`config.mk`:
```
export PLATFORM = sky130hd
export DESIGN_NAME = boot_sequencer
export DESIGN_NICKNAME = d
export VERILOG_FILES = /design/src/rtl/boot_seq_pkg.sv /design/src/rtl/boot_rst_sync.sv /design/src/rtl/boot_wait_timer.sv /design/src/rtl/boot_arch_regs.sv /design/src/rtl/boot_sequencer.sv
export SDC_FILE = /design/constraint.sdc
export NUM_CORES = 1
export LEC_CHECK = 0
export BUFFER_PORTS_ARGS = -buffer_cell sky130_fd_sc_hd__buf_4
export CAP_MARGIN = 5
export CORE_MARGIN = 3
export CORE_UTILIZATION = 51
export CTS_BUF_LIST = sky130_fd_sc_hd__clkbuf_8
export CTS_CLUSTER_DIAMETER = 30
export CTS_CLUSTER_SIZE = 12
export DETAILED_ROUTE_END_ITERATION = 7
export PLACE_DENSITY_LB_ADDON = 0.12
export SYNTH_ARGS = -nofsm -noshare
export SYNTH_HDL_FRONTEND = slang
export SYNTH_SLANG_ARGS = --single-unit
```
`constraint.sdc`:
```
create_clock -name clk -period 3.6 [get_ports clk]
set_input_delay 0.36 -clock clk [delete_from_list [all_inputs] [get_ports clk]]
set_output_delay 0.36 -clock clk [all_outputs]
set_load 0.05 [all_outputs]
```
`src/rtl/boot_seq_pkg.sv`:
```
package boot_seq_pkg;

  typedef enum logic [2:0] {
    BS_WAIT,
    BS_FETCH_SP,
    BS_FETCH_PC,
    BS_FIRST,
    BS_RUN,
    BS_DBG_HALT,
    BS_DBL_FAULT
  } bs_state_e;

  // trace=0 (15), supervisor=1 (13), master=0 (12), mask=111 (10:8)
  localparam logic [15:0] SR_RESET = 16'h2700;

endpackage

```
`src/rtl/boot_rst_sync.sv`:
```
module boot_rst_sync #(
  parameter int STAGES = 2
) (
  input  logic clk,
  input  logic rst_n_a,
  output logic rst_n_s
);

  logic [STAGES-1:0] sync_q;
  logic [STAGES-1:0] sync_d;

  generate
    if (STAGES > 1) begin : g_chain
      always_comb sync_d = {sync_q[STAGES-2:0], 1'b1};
    end else begin : g_single
      always_comb sync_d = 1'b1;
    end
  endgenerate

  always_ff @(posedge clk or negedge rst_n_a) begin
    if (!rst_n_a) sync_q <= '0;
    else          sync_q <= sync_d;
  end

  assign rst_n_s = sync_q[STAGES-1];

endmodule

```
`src/rtl/boot_wait_timer.sv`:
```
module boot_wait_timer #(
  parameter int WAIT_CYCLES = 16
) (
  input  logic clk,
  input  logic rst_n,
  input  logic count_en,
  output logic expire_o
);

  localparam int CNT_W = $clog2(WAIT_CYCLES) + 1;
  localparam logic [CNT_W-1:0] LAST = CNT_W'(WAIT_CYCLES - 1);

  logic [CNT_W-1:0] cnt_q;
  logic [CNT_W-1:0] cnt_d;
  logic             cnt_ce;

  assign expire_o = count_en && (cnt_q == LAST);
  assign cnt_ce   = count_en && !expire_o;

  always_comb begin
    cnt_d = cnt_q;
    if (cnt_ce) cnt_d = cnt_q + 1'b1;
  end

  always_ff @(posedge clk or negedge rst_n) begin
    if (!rst_n) cnt_q <= '0;
    else        cnt_q <= cnt_d;
  end

  // the window counter never runs past its last value
  a_r2_cnt_bounded: assert property (@(posedge clk) disable iff (!rst_n)
    cnt_q <= LAST);

endmodule

```
`src/rtl/boot_arch_regs.sv`:
```
module boot_arch_regs
  import boot_seq_pkg::*;
#(
  parameter int DATA_W = 32
) (
  input  logic              clk,
  input  logic              rst_n,
  input  logic              ld_sp,
  input  logic              ld_pc,
  input  logic [DATA_W-1:0] ld_data,
  output logic [15:0]       sr_o,
  output logic [DATA_W-1:0] vbr_o,
  output logic [DATA_W-1:0] sp_o,
  output logic [DATA_W-1:0] pc_o
);

  logic [15:0]       sr_q,  sr_d;
  logic [DATA_W-1:0] vbr_q, vbr_d;
  logic [DATA_W-1:0] sp_q,  sp_d;
  logic [DATA_W-1:0] pc_q,  pc_d;

  always_comb begin
    sr_d  = sr_q;
    vbr_d = vbr_q;
    sp_d  = ld_sp ? ld_data : sp_q;
    pc_d  = ld_pc ? ld_data : pc_q;
  end

  always_ff @(posedge clk or negedge rst_n) begin
    if (!rst_n) begin
      sr_q  <= SR_RESET;
      vbr_q <= '0;
      sp_q  <= '0;
      pc_q  <= '0;
    end else begin
      sr_q  <= sr_d;
      vbr_q <= vbr_d;
      sp_q  <= sp_d;
      pc_q  <= pc_d;
    end
  end

  assign sr_o  = sr_q;
  assign vbr_o = vbr_q;
  assign sp_o  = sp_q;
  assign pc_o  = pc_q;

  // the two boot loads are never requested together
  a_r4_single_load: assert property (@(posedge clk) disable iff (!rst_n)
    !(ld_sp && ld_pc));

endmodule

```
`src/rtl/boot_sequencer.sv`:
```
module boot_sequencer
  import boot_seq_pkg::*;
#(
  parameter int DATA_W      = 32,
  parameter int WAIT_CYCLES = 16,
  parameter int SYNC_STAGES = 2
) (
  input  logic              clk,
  input  logic              rst_n,
  input  logic              dbg_halt_req,
  output logic              rd_req,
  output logic [DATA_W-1:0] rd_addr,
  input  logic              rd_ack,
  input  logic              rd_err,
  input  logic [DATA_W-1:0] rd_data,
  input  logic              insn_retire,
  input  logic              insn_fault,
  output logic [15:0]       sr_o,
  output logic [DATA_W-1:0] vbr_o,
  output logic [DATA_W-1:0] sp_o,
  output logic [DATA_W-1:0] pc_o,
  output logic              lmem_inval_o,
  output logic              run_o,
  output logic              halted_o,
  output logic              dbl_fault_o
);

  localparam logic [DATA_W-1:0] SP_ADDR = '0;
  localparam logic [DATA_W-1:0] PC_ADDR = DATA_W'(DATA_W / 8);

  logic      rst_n_s;
  bs_state_e state_q, state_d;
  logic      dbg_seen_q, dbg_seen_d;
  logic      tmr_expire;
  logic      in_wait;
  logic      ld_sp, ld_pc;
  logic      rd_good;

  boot_rst_sync #(.STAGES(SYNC_STAGES)) u_sync (
    .clk     (clk),
    .rst_n_a (rst_n),
    .rst_n_s (rst_n_s)
  );

  assign in_wait = (state_q == BS_WAIT);

  boot_wait_timer #(.WAIT_CYCLES(WAIT_CYCLES)) u_timer (
    .clk      (clk),
    .rst_n    (rst_n_s),
    .count_en (in_wait),
    .expire_o (tmr_expire)
  );

  assign rd_good = rd_ack && !rd_err;
  assign ld_sp   = (state_q == BS_FETCH_SP) && rd_good;
  assign ld_pc   = (state_q == BS_FETCH_PC) && rd_good && !rd_data[0];

  boot_arch_regs #(.DATA_W(DATA_W)) u_regs (
    .clk     (clk),
    .rst_n   (rst_n_s),
    .ld_sp   (ld_sp),
    .ld_pc   (ld_pc),
    .ld_data (rd_data),
    .sr_o    (sr_o),
    .vbr_o   (vbr_o),
    .sp_o    (sp_o),
    .pc_o    (pc_o)
  );

  // next-state logic
  always_comb begin
    state_d    = state_q;
    dbg_seen_d = dbg_seen_q | (in_wait && dbg_halt_req);
    case (state_q)
      BS_WAIT:
        if (tmr_expire)
          state_d = (dbg_seen_q || dbg_halt_req) ? BS_DBG_HALT : BS_FETCH_SP;
      BS_FETCH_SP:
        if (rd_ack) state_d = rd_err ? BS_DBL_FAULT : BS_FETCH_PC;
      BS_FETCH_PC:
        if (rd_ack) state_d = (rd_err || rd_data[0]) ? BS_DBL_FAULT : BS_FIRST;
      BS_FIRST:
        if (insn_fault)       state_d = BS_DBL_FAULT;
        else if (insn_retire) state_d = BS_RUN;
      default: state_d = state_q;
    endcase
  end

  // state registers
  always_ff @(posedge clk or negedge rst_n_s) begin
    if (!rst_n_s) begin
      state_q    <= BS_WAIT;
      dbg_seen_q <= 1'b0;
    end else begin
      state_q    <= state_d;
      dbg_seen_q <= dbg_seen_d;
    end
  end

  assign rd_req       = (state_q == BS_FETCH_SP) || (state_q == BS_FETCH_PC);
  assign rd_addr      = (state_q == BS_FETCH_PC) ? PC_ADDR : SP_ADDR;
  assign lmem_inval_o = in_wait;
  assign run_o        = (state_q == BS_FIRST) || (state_q == BS_RUN);
  assign halted_o     = (state_q == BS_DBG_HALT) || (state_q == BS_DBL_FAULT);
  assign dbl_fault_o  = (state_q == BS_DBL_FAULT);

  // an unanswered request holds its address
  a_r5_req_hold: assert property (@(posedge clk) disable iff (!rst_n_s)
    (rd_req && !rd_ack) |=> (rd_req && $stable(rd_addr)));

  // a debug halt never issues a read
  a_r3_dbg_no_read: assert property (@(posedge clk) disable iff (!rst_n_s)
    (halted_o && !dbl_fault_o) |-> !rd_req);

  // an error on the first boot read ends in double fault
  a_r6_sp_err: assert property (@(posedge clk) disable iff (!rst_n_s)
    (rd_req && rd_addr == SP_ADDR && rd_ack && rd_err) |=> dbl_fault_o);

  // fetch is never enabled with an odd program counter
  a_r7_pc_even: assert property (@(posedge clk) disable iff (!rst_n_s)
    run_o |-> !pc_o[0]);

  // running and halted exclude each other
  a_r8_run_xor_halt: assert property (@(posedge clk) disable iff (!rst_n_s)
    !(run_o && halted_o));

  // a halt is left only through reset
  a_r9_halt_sticky: assert property (@(posedge clk) disable iff (!rst_n_s)
    halted_o |=> (halted_o && $stable(dbl_fault_o)));

endmodule

```
==> impl_table.tex, run 1 <==
\begin{tabular}{lr}
\hline
Metric & Value \\
\hline
\multicolumn{2}{l}{\textbf{Outcome}} \\
Result of the run & completed \\
\multicolumn{2}{l}{\textbf{Synth}} \\
Ys Warns & 0 \\
Number of synthesized register bits & 75 \\
Register area share after synthesis & between 50\% and 60\% \\
Distinct cell type count after synthesis & 38 \\
Post-synthesis area per instance & 13.3 sq um \\
Netlist area before placement & 3730 sq um \\
Post-synthesis instance total & 281 \\
\multicolumn{2}{l}{\textbf{Placed design}} \\
IO buf count & 108 \\
Detailed placer's ending HPWL & 4.99 mm \\
Final Wtd Congestion & 0.746 \\
Cell area after placement & around 4300 sq um \\
Pre-CTS setup slack & 1.34 ns \\
\multicolumn{2}{l}{\textbf{Power}} \\
Power Dens Cells & 413 nW/um\^{}2 \\
Largest vdd supply drop & between 0.2 and 0.3 mV \\
Total power draw & 1860 uW \\
Static leakage & 0.00263 uW \\
\multicolumn{2}{l}{\textbf{Setup path}} \\
Worst-path maximum fanout & 6 \\
Critical path arrival & 2.48 ns \\
WS Path Type & reg2reg \\
Startpoint types & register \\
Crit. End Element & register \\
Cell depth of the worst flop-to-flop path & 5 \\
Data required time at the worst endpoint & between 3 and 4 ns \\
Register-to-Register Setup Slack & approximately 1.3 ns \\
Capturing point of the worst reg2reg path & u\_timer.cnt\_q[1] \\
Worst r2r src & u\_timer.cnt\_q[0] \\
\multicolumn{2}{l}{\textbf{Route}} \\
Routed Wire Length & roughly 6.8 mm \\
Antenna violation net count after detailed routing & 0 \\
Routed vias & 2,186 \\
Drt via density & 4.44 \\
Length of the first detailed-routing pass in iterations & 4 \\
WL per Instance & 13.8 microns \\
Initial detailed-routing violation count & 24 \\
DRC violation count after routing & 0 \\
\multicolumn{2}{l}{\textbf{Clock tree}} \\
CTS tree & done \\
Number of levels in the clock H-tree & 3 \\
Post-cts repair resize count & 0 \\
Clock buffer depth & 2 \\
Sinks on the clock net & 75 \\
Count of buffers added by post-CTS timing repair for setup & 0 \\
Insertion delay to the later sink of the worst-skew pair & 0.34 ns \\
Register clock-pin slew on the reported worst setup and hold paths & 0.08 ns \\
Number of buffers added by the clock tree synthesis step & 9 \\
CTS root buf & sky130\_fd\_sc\_hd\_\_clkbuf\_8 \\
Hold-fix buffer count after cts & 1 \\
\multicolumn{2}{l}{\textbf{Global route}} \\
Total gr overflow & 0 \\
Wire length of the first global-routing pass & around 11 mm \\
Antenna violations before repair & 0 \\
GRT Util Overall & 16.0\% \\
Maximum number of pins on one net before global-route repair & 33 \\
Vias in the first global route & between 2,000 and 2,500 \\
\multicolumn{2}{l}{\textbf{Final layout}} \\
Multi-input gate area & 1430 sq um \\
Final layout net count & 432 \\
Growth of design area from synthesis to finish & 20.8\% \\
Sequential Area & 1880 sq um \\
Fraction of final layout cells sized beyond drive strength 1 & 48.7\% \\
Post-layout instance area & roughly 4500 sq um \\
Filler cell count & 560 \\
\# diodes & 0 \\
\multicolumn{2}{l}{\textbf{Run}} \\
Count of maximum capacitance violations & 0 \\
\multicolumn{2}{l}{\textbf{STA}} \\
Layout Skew & 0.00725 ns \\
Time the final worst path needs with I/O delays and setup & between 2 and 2.5 ns \\
Worst slew slack as a fraction of its limit & 39.5\% \\
Worst-Margin Slew & 0.899 ns \\
Pins Over Slew Limit & 0 \\
Unrepaired setup endpoints after global routing & false \\
Setup Viol. Count Final & 0 \\
Post-Route Hold Slack & 0.181 ns \\
Sum Neg Setup Slack & 0 ns \\
Number of endpoints with negative hold slack in the final report & 0 \\
Maximum clock frequency & 0.442 GHz \\
Ratio of final minimum period to clock period & 62.9\% \\
Post-layout worst setup margin & 1.34 ns \\
\multicolumn{2}{l}{\textbf{Die}} \\
Die extent in y & 91.5 microns \\
Horiz. Die Dim & $\sim$90 microns \\
Die area & approximately 8400 sq um \\
Initial standard-cell utilization of the core & between 50\% and 60\% \\
Row cnt & 30 \\
Area of the core region & 6940 sq um \\
IO Pins & 188 \\
\multicolumn{2}{l}{\textbf{Min path}} \\
Path class of the lowest-slack min-delay path & reg2async \\
\hline
\end{tabular}
## kinds of logic (layout without fill, tap and decap cells)
group                      Yosys count  in the layout  share of synthesized area, %
AOI/OAI and AO/OA                   12             12                          2.25
xor gates and xnor gates             4              4                         0.939
adders and majority gates            2              2                         0.670
buffers and inverters               95            132                          19.2
DFF                                 75             75                          50.3
muxes                               64             64                          22.2
other                                2             80                         0.201
and+or+nand+nor                     27             27                          4.26
## cells in the final DEF (no fill, tap or decap), types with 2 or more instances in the layout
cell type | synthesis | final
sky130_fd_sc_hd__a31o_2 | 2 | 2
sky130_fd_sc_hd__a31oi_1 | 2 | 2
sky130_fd_sc_hd__buf_4 | 79 | 111
sky130_fd_sc_hd__bufinv_16 | 0 | 2
sky130_fd_sc_hd__clkbuf_8 | 0 | 10
sky130_fd_sc_hd__conb_1 | 2 | 80
sky130_fd_sc_hd__dfrtp_1 | 75 | 74
sky130_fd_sc_hd__ha_1 | 2 | 2
sky130_fd_sc_hd__inv_1 | 4 | 6
sky130_fd_sc_hd__mux2_2 | 34 | 34
sky130_fd_sc_hd__mux2_4 | 29 | 29
sky130_fd_sc_hd__nand2_1 | 4 | 4
sky130_fd_sc_hd__nand2b_1 | 3 | 3
sky130_fd_sc_hd__nor2_1 | 8 | 8
sky130_fd_sc_hd__nor3b_1 | 2 | 2
sky130_fd_sc_hd__o21ai_0 | 2 | 2
sky130_fd_sc_hd__xnor2_1 | 3 | 3
## flip-flops by register name, indices dropped and copies added (netlist names)
register / flops
u_regs.pc_o: 32
u_regs.sp_o: 32
u_timer.cnt_q: 5
state_q: 3
u_sync.sync_q: 2
dbg_seen_q: 1
## Yosys cell counts
cell type,count,area share (%)
sky130_fd_sc_hd__or4_4,1,0.30
sky130_fd_sc_hd__mux2_4,29,12
sky130_fd_sc_hd__conb_1,2,0.20
sky130_fd_sc_hd__nand2b_4,1,0.37
sky130_fd_sc_hd__buf_8,1,0.40
sky130_fd_sc_hd__mux2_2,34,10
sky130_fd_sc_hd__nor4b_1,1,0.23
sky130_fd_sc_hd__nor3_1,1,0.13
sky130_fd_sc_hd__o22ai_1,1,0.17
sky130_fd_sc_hd__o21ai_0,2,0.27
sky130_fd_sc_hd__nor3b_1,2,0.40
sky130_fd_sc_hd__xor2_1,1,0.23
sky130_fd_sc_hd__and3_1,1,0.17
sky130_fd_sc_hd__dfrtp_1,75,50
sky130_fd_sc_hd__nand4_1,1,0.17
sky130_fd_sc_hd__a311oi_1,1,0.23
sky130_fd_sc_hd__nor2_1,8,0.80
sky130_fd_sc_hd__buf_12,2,1.1
sky130_fd_sc_hd__or4b_1,1,0.27
sky130_fd_sc_hd__nor2b_1,1,0.17
sky130_fd_sc_hd__nand2_1,4,0.40
sky130_fd_sc_hd__a2bb2oi_1,1,0.23
sky130_fd_sc_hd__buf_6,2,0.60
sky130_fd_sc_hd__a21oi_1,1,0.13
sky130_fd_sc_hd__mux2_1,1,0.30
sky130_fd_sc_hd__xnor2_1,3,0.70
sky130_fd_sc_hd__and2_1,1,0.17
sky130_fd_sc_hd__a21o_1,1,0.20
sky130_fd_sc_hd__buf_4,79,16
sky130_fd_sc_hd__clkbuf_1,4,0.40
sky130_fd_sc_hd__o211ai_1,1,0.20
sky130_fd_sc_hd__buf_2,3,0.40
sky130_fd_sc_hd__a31oi_1,2,0.34
sky130_fd_sc_hd__ha_1,2,0.67
sky130_fd_sc_hd__a31o_2,2,0.47
sky130_fd_sc_hd__inv_1,4,0.40
sky130_fd_sc_hd__nand2b_1,3,0.50
sky130_fd_sc_hd__nor4_1,1,0.17
## critical path, cell delays in order (launching register included)
cell,delay [ns]
sky130_fd_sc_hd__dfrtp_1,0.41
sky130_fd_sc_hd__ha_1,0.22
sky130_fd_sc_hd__and3_1,0.18
sky130_fd_sc_hd__ha_1,0.19
sky130_fd_sc_hd__nor4_1,0.75
sky130_fd_sc_hd__mux2_2,0.41
## final cells by class
cell class / instances / share of cell area [%]
clock buffers: 10 / 3.05
clock inverters: 6 / 1.80
inverters: 4 / 0.333
multi-input cells: 189 / 31.8
flip-flops and latches: 75 / 41.7
well taps: 96 / 2.66
repair buffers: 112 / 18.7
## per-layer routing
metal | vias up | GRT usage, % | wire [microns]
met2 | 92 | 24.6 | 3370
li1 | 1003 | - | -
met4 | 0 | 6.41 | 68
met3 | 7 | 4.72 | 549
met1 | 1084 | 21.1 | 2810
met5 | - | 0 | 0
## power breakdown
group | switching [uW] | internal (uW) | total, uW
clock network | 296 | 405 | 701
registers | 8.84 | 852 | 861
logic | 246 | 52.8 | 298
## worst max-delay path by stage
stage / startpoint / depth (start not counted) / slack (ns) / endpoint
floorplan: state_q[0] / 4 / 1.33 / run_o
global placement: u_timer.cnt_q[0] / 5 / 1.42 / u_timer.cnt_q[1]
detailed placement: u_timer.cnt_q[0] / 5 / 1.34 / u_timer.cnt_q[1]
CTS: u_timer.cnt_q[0] / 5 / 1.32 / u_timer.cnt_q[1]
global route: u_timer.cnt_q[0] / 5 / 1.15 / u_timer.cnt_q[1]
finish: u_timer.cnt_q[0] / 5 / 1.34 / u_timer.cnt_q[1]
## stage by stage
| step | utilization, % | std cells |
|---|---|---|
| 3_5_place_dp | 61.6 | 475 |
| 5_1_grt | 64.9 | 492 |
| 4_1_cts | 64.9 | 492 |
| 2_1_floorplan | - | 359 |
| 6_report | 64.9 | 492 |
| 3_3_place_gp | 61.6 | 475 |
No activity file was read; power rests on OpenSTA's default activity.
==> run 2: changes to the inputs <==
Settings changed: CORE_UTILIZATION 51 to 43.
Clock period 3.6 ns to 2.02 ns, I/O delays scaled along.
==> run 2 against run 1 <==
  * Power grew 74%
  * Critical path depth rose by 1
  * Core utilization down 10 points
  * Combinational power is 81% higher
  * Final area increased by 1.5%
  * Clock power up 65%
  * Worst hold slack worse by 0.11 ns
  * Routed wire length rose by 1.1%
  * Critical path type unchanged
==> impl_table.tex, run 2 (synthesized netlist as in run 1, its figures left out) <==
\begin{tabular}{lr}
\hline
Metric & Value \\
\hline
\multicolumn{2}{l}{\textbf{Clock tree}} \\
Insertion delay to the later sink of the worst-skew pair & 0.34 ns (about the same) \\
Number of levels in the clock H-tree & 3 (unchanged) \\
CTS tree & done \\
Number of buffers added by the clock tree synthesis step & 9 (unchanged) \\
Count of buffers added by post-CTS timing repair for setup & 0 (unchanged) \\
Clock buffer depth & 2 (unchanged) \\
Sinks on the clock net & 75 (unchanged) \\
CTS root buf & sky130\_fd\_sc\_hd\_\_clkbuf\_8 \\
Register clock-pin slew on the reported worst setup and hold paths & 0.07 ns (about the same) \\
\multicolumn{2}{l}{\textbf{Outcome}} \\
Result of the run & completed \\
\multicolumn{2}{l}{\textbf{Min path}} \\
Path class of the lowest-slack min-delay path & in2reg \\
\multicolumn{2}{l}{\textbf{Final layout}} \\
Most common cell after layout, fill and taps aside & sky130\_fd\_sc\_hd\_\_buf\_4 \\
Fraction of final layout cells sized beyond drive strength 1 & 49.8\% (+1.0 points) \\
Growth of design area from synthesis to finish & 22.6\% \\
Final layout net count & 436 (+0.93\%) \\
Filler cell count & 738 (+32\%) \\
Most frequent cells in the layout & sky130\_fd\_sc\_hd\_\_buf\_4 (112), sky130\_fd\_sc\_hd\_\_conb\_1 (80), sky130\_fd\_sc\_hd\_\_dfrtp\_1 (74) \\
\# diodes & 0 (unchanged) \\
Final standard cell utilization of the core & 54.9\% (-10 points) \\
\multicolumn{2}{l}{\textbf{STA}} \\
Maximum clock frequency & 0.538 GHz (+22\%) \\
Ratio of final minimum period to clock period & 92.1\% (+29 points) \\
Pins Over Slew Limit & 0 (unchanged) \\
Unrepaired setup endpoints after global routing & false \\
Post-Route Hold Slack & 0.0758 ns (-0.106 ns) \\
Post-layout worst setup margin & 0.161 ns (-1.18 ns) \\
Time the final worst path needs with I/O delays and setup & 1.86 ns (-0.405 ns) \\
Layout Skew & 0.00783 ns (+0.000580 ns) \\
Setup Viol. Count Final & 0 (unchanged) \\
Number of endpoints with negative hold slack in the final report & 0 (unchanged) \\
\multicolumn{2}{l}{\textbf{Route}} \\
WL per Instance & 13.6 microns (-1.5\%) \\
Length of the first detailed-routing pass in iterations & 4 (unchanged) \\
Routed vias & 2,186 (unchanged) \\
Drt via density & 4.33 (-2.6\%) \\
Antenna violation net count after detailed routing & 0 (unchanged) \\
Routed Wire Length & 6.88 mm (+1.1\%) \\
DRC violation count after routing & 0 (unchanged) \\
Initial detailed-routing violation count & 38 (+58\%) \\
\multicolumn{2}{l}{\textbf{Power}} \\
Power Dens Cells & 705 nW/um\^{}2 (+71\%) \\
Largest vdd supply drop & 0.386 mV (+48\%) \\
Static leakage & 0.00264 uW (+0.45\%) \\
\multicolumn{2}{l}{\textbf{Global route}} \\
Vias in the first global route & 2,080 (-0.29\%) \\
Antenna violations before repair & 0 (unchanged) \\
Total gr overflow & 0 (unchanged) \\
Maximum number of pins on one net before global-route repair & 74 (+120\%) \\
GRT Util Overall & 13.7\% (-2.2 points) \\
Wire length of the first global-routing pass & 10.7 mm (+1.4\%) \\
\multicolumn{2}{l}{\textbf{Placed design}} \\
Pre-CTS setup slack & 0.139 ns (-1.20 ns) \\
IO buf count & 108 (unchanged) \\
Detailed placer's ending HPWL & 4.95 mm (-0.76\%) \\
Final Wtd Congestion & 0.751 (+0.58\%) \\
\multicolumn{2}{l}{\textbf{Die}} \\
IO Pins & 188 (unchanged) \\
Row cnt & 33 (+10\%) \\
Die area & 9830 sq um (+17\%) \\
Area of the core region & 8340 sq um (+20\%) \\
Die extent in y & 99.2 microns (+8.3\%) \\
Horiz. Die Dim & 99.2 microns (+8.3\%) \\
Initial standard-cell utilization of the core & 44.7\% (-9.0 points) \\
\multicolumn{2}{l}{\textbf{Setup path}} \\
Startpoint types & register \\
Worst-path maximum fanout & 6 (unchanged) \\
Crit. End Element & register \\
Data required time at the worst endpoint & 2.24 ns (-1.58 ns) \\
WS Path Type & reg2reg \\
Critical path arrival & 2.08 ns (-0.40 ns) \\
\multicolumn{2}{l}{\textbf{Run}} \\
Count of maximum capacitance violations & 0 (unchanged) \\
\hline
\end{tabular}
[run 2: cell types whose count changed in the layout (fill, tap and decap cells not counted), sizes merged]
cell	delta
buf	+4
clkinvlp	+3
clkinv	-2
bufinv	-1
[run 2: worst paths after layout]
| path | from | endpoint | slack, ns | depth (start not counted) |
|---|---|---|---|---|
| min reg2reg | u_sync.sync_q[1] | u_timer.cnt_q[4] | 0.29 | 1 |
| max | u_timer.cnt_q[0] | u_timer.cnt_q[1] | 0.16 | 6 |
| min in group asynchronous | rst_n | u_sync.sync_q[1] | 0.17 | 2 |
| max reg2reg | u_timer.cnt_q[0] | u_timer.cnt_q[1] | 0.16 | 6 |
| max in group asynchronous | u_sync.sync_q[1] | u_regs.pc_o[25] | 1.41 | 1 |
| min | dbg_halt_req | dbg_seen_q | 0.08 | 2 |
[run 2: layout make-up]
class                           count  area (sq um)  area share, %
Timing Repair Buffer              116           911           19.9
Inverter                            4          15.0          0.328
Tap cell                          105           131           2.87
Clock buffer                       10           138           3.01
Multi-Input combinational cell    189          1440           31.4
Sequential cell                    75          1880           41.0
Clock inverter                      6          65.1           1.42
[run 2: critical path: stages (launching register included)]
cell and delay (ns):
sky130_fd_sc_hd__dfrtp_1 0.41, sky130_fd_sc_hd__ha_1 0.22, sky130_fd_sc_hd__and3_1 0.19, sky130_fd_sc_hd__ha_1 0.20, sky130_fd_sc_hd__nor4_2 0.23, sky130_fd_sc_hd__buf_4 0.18
sky130_fd_sc_hd__mux2_2 0.32
[run 2: per-layer routing]
layer  track usage (%)  part of all wire [%]  vias up
met1              19.3                    45     1069
li1                  -                     -     1009
met2              19.8                    45      101
met3              5.33                   8.9        7
met4              3.89                  0.99        0
met5                 0                     0        -
[run 2: what timing repair did]
action / in CTS / in global routing
endpoints found under the setup margin: 0 / 1
resized for setup: 0 / 1
hold buffers: 1 / 0
hold endpoints to repair: 2 / 0
[run 2: power by group]
group          leakage (uW)  switching [uW]  total [uW]  internal, uW
combinational       0.00152             442         538          95.7
clock             0.0000963             558        1160           604
sequential          0.00102            10.9        1530          1520
total               0.00264            1010        3230          2220
[run 2: metrics by stage]
stage               std cells  power, uW  TNS (ns)  instance area, sq um
floorplan                 359       2100    -0.180                  4030
global placement          488       2090         0                  4360
detailed placement        488       2100         0                  4360
CTS                       505       3280         0                  4570
global route              505       3370         0                  4580
finish                    505       3230         0                  4580
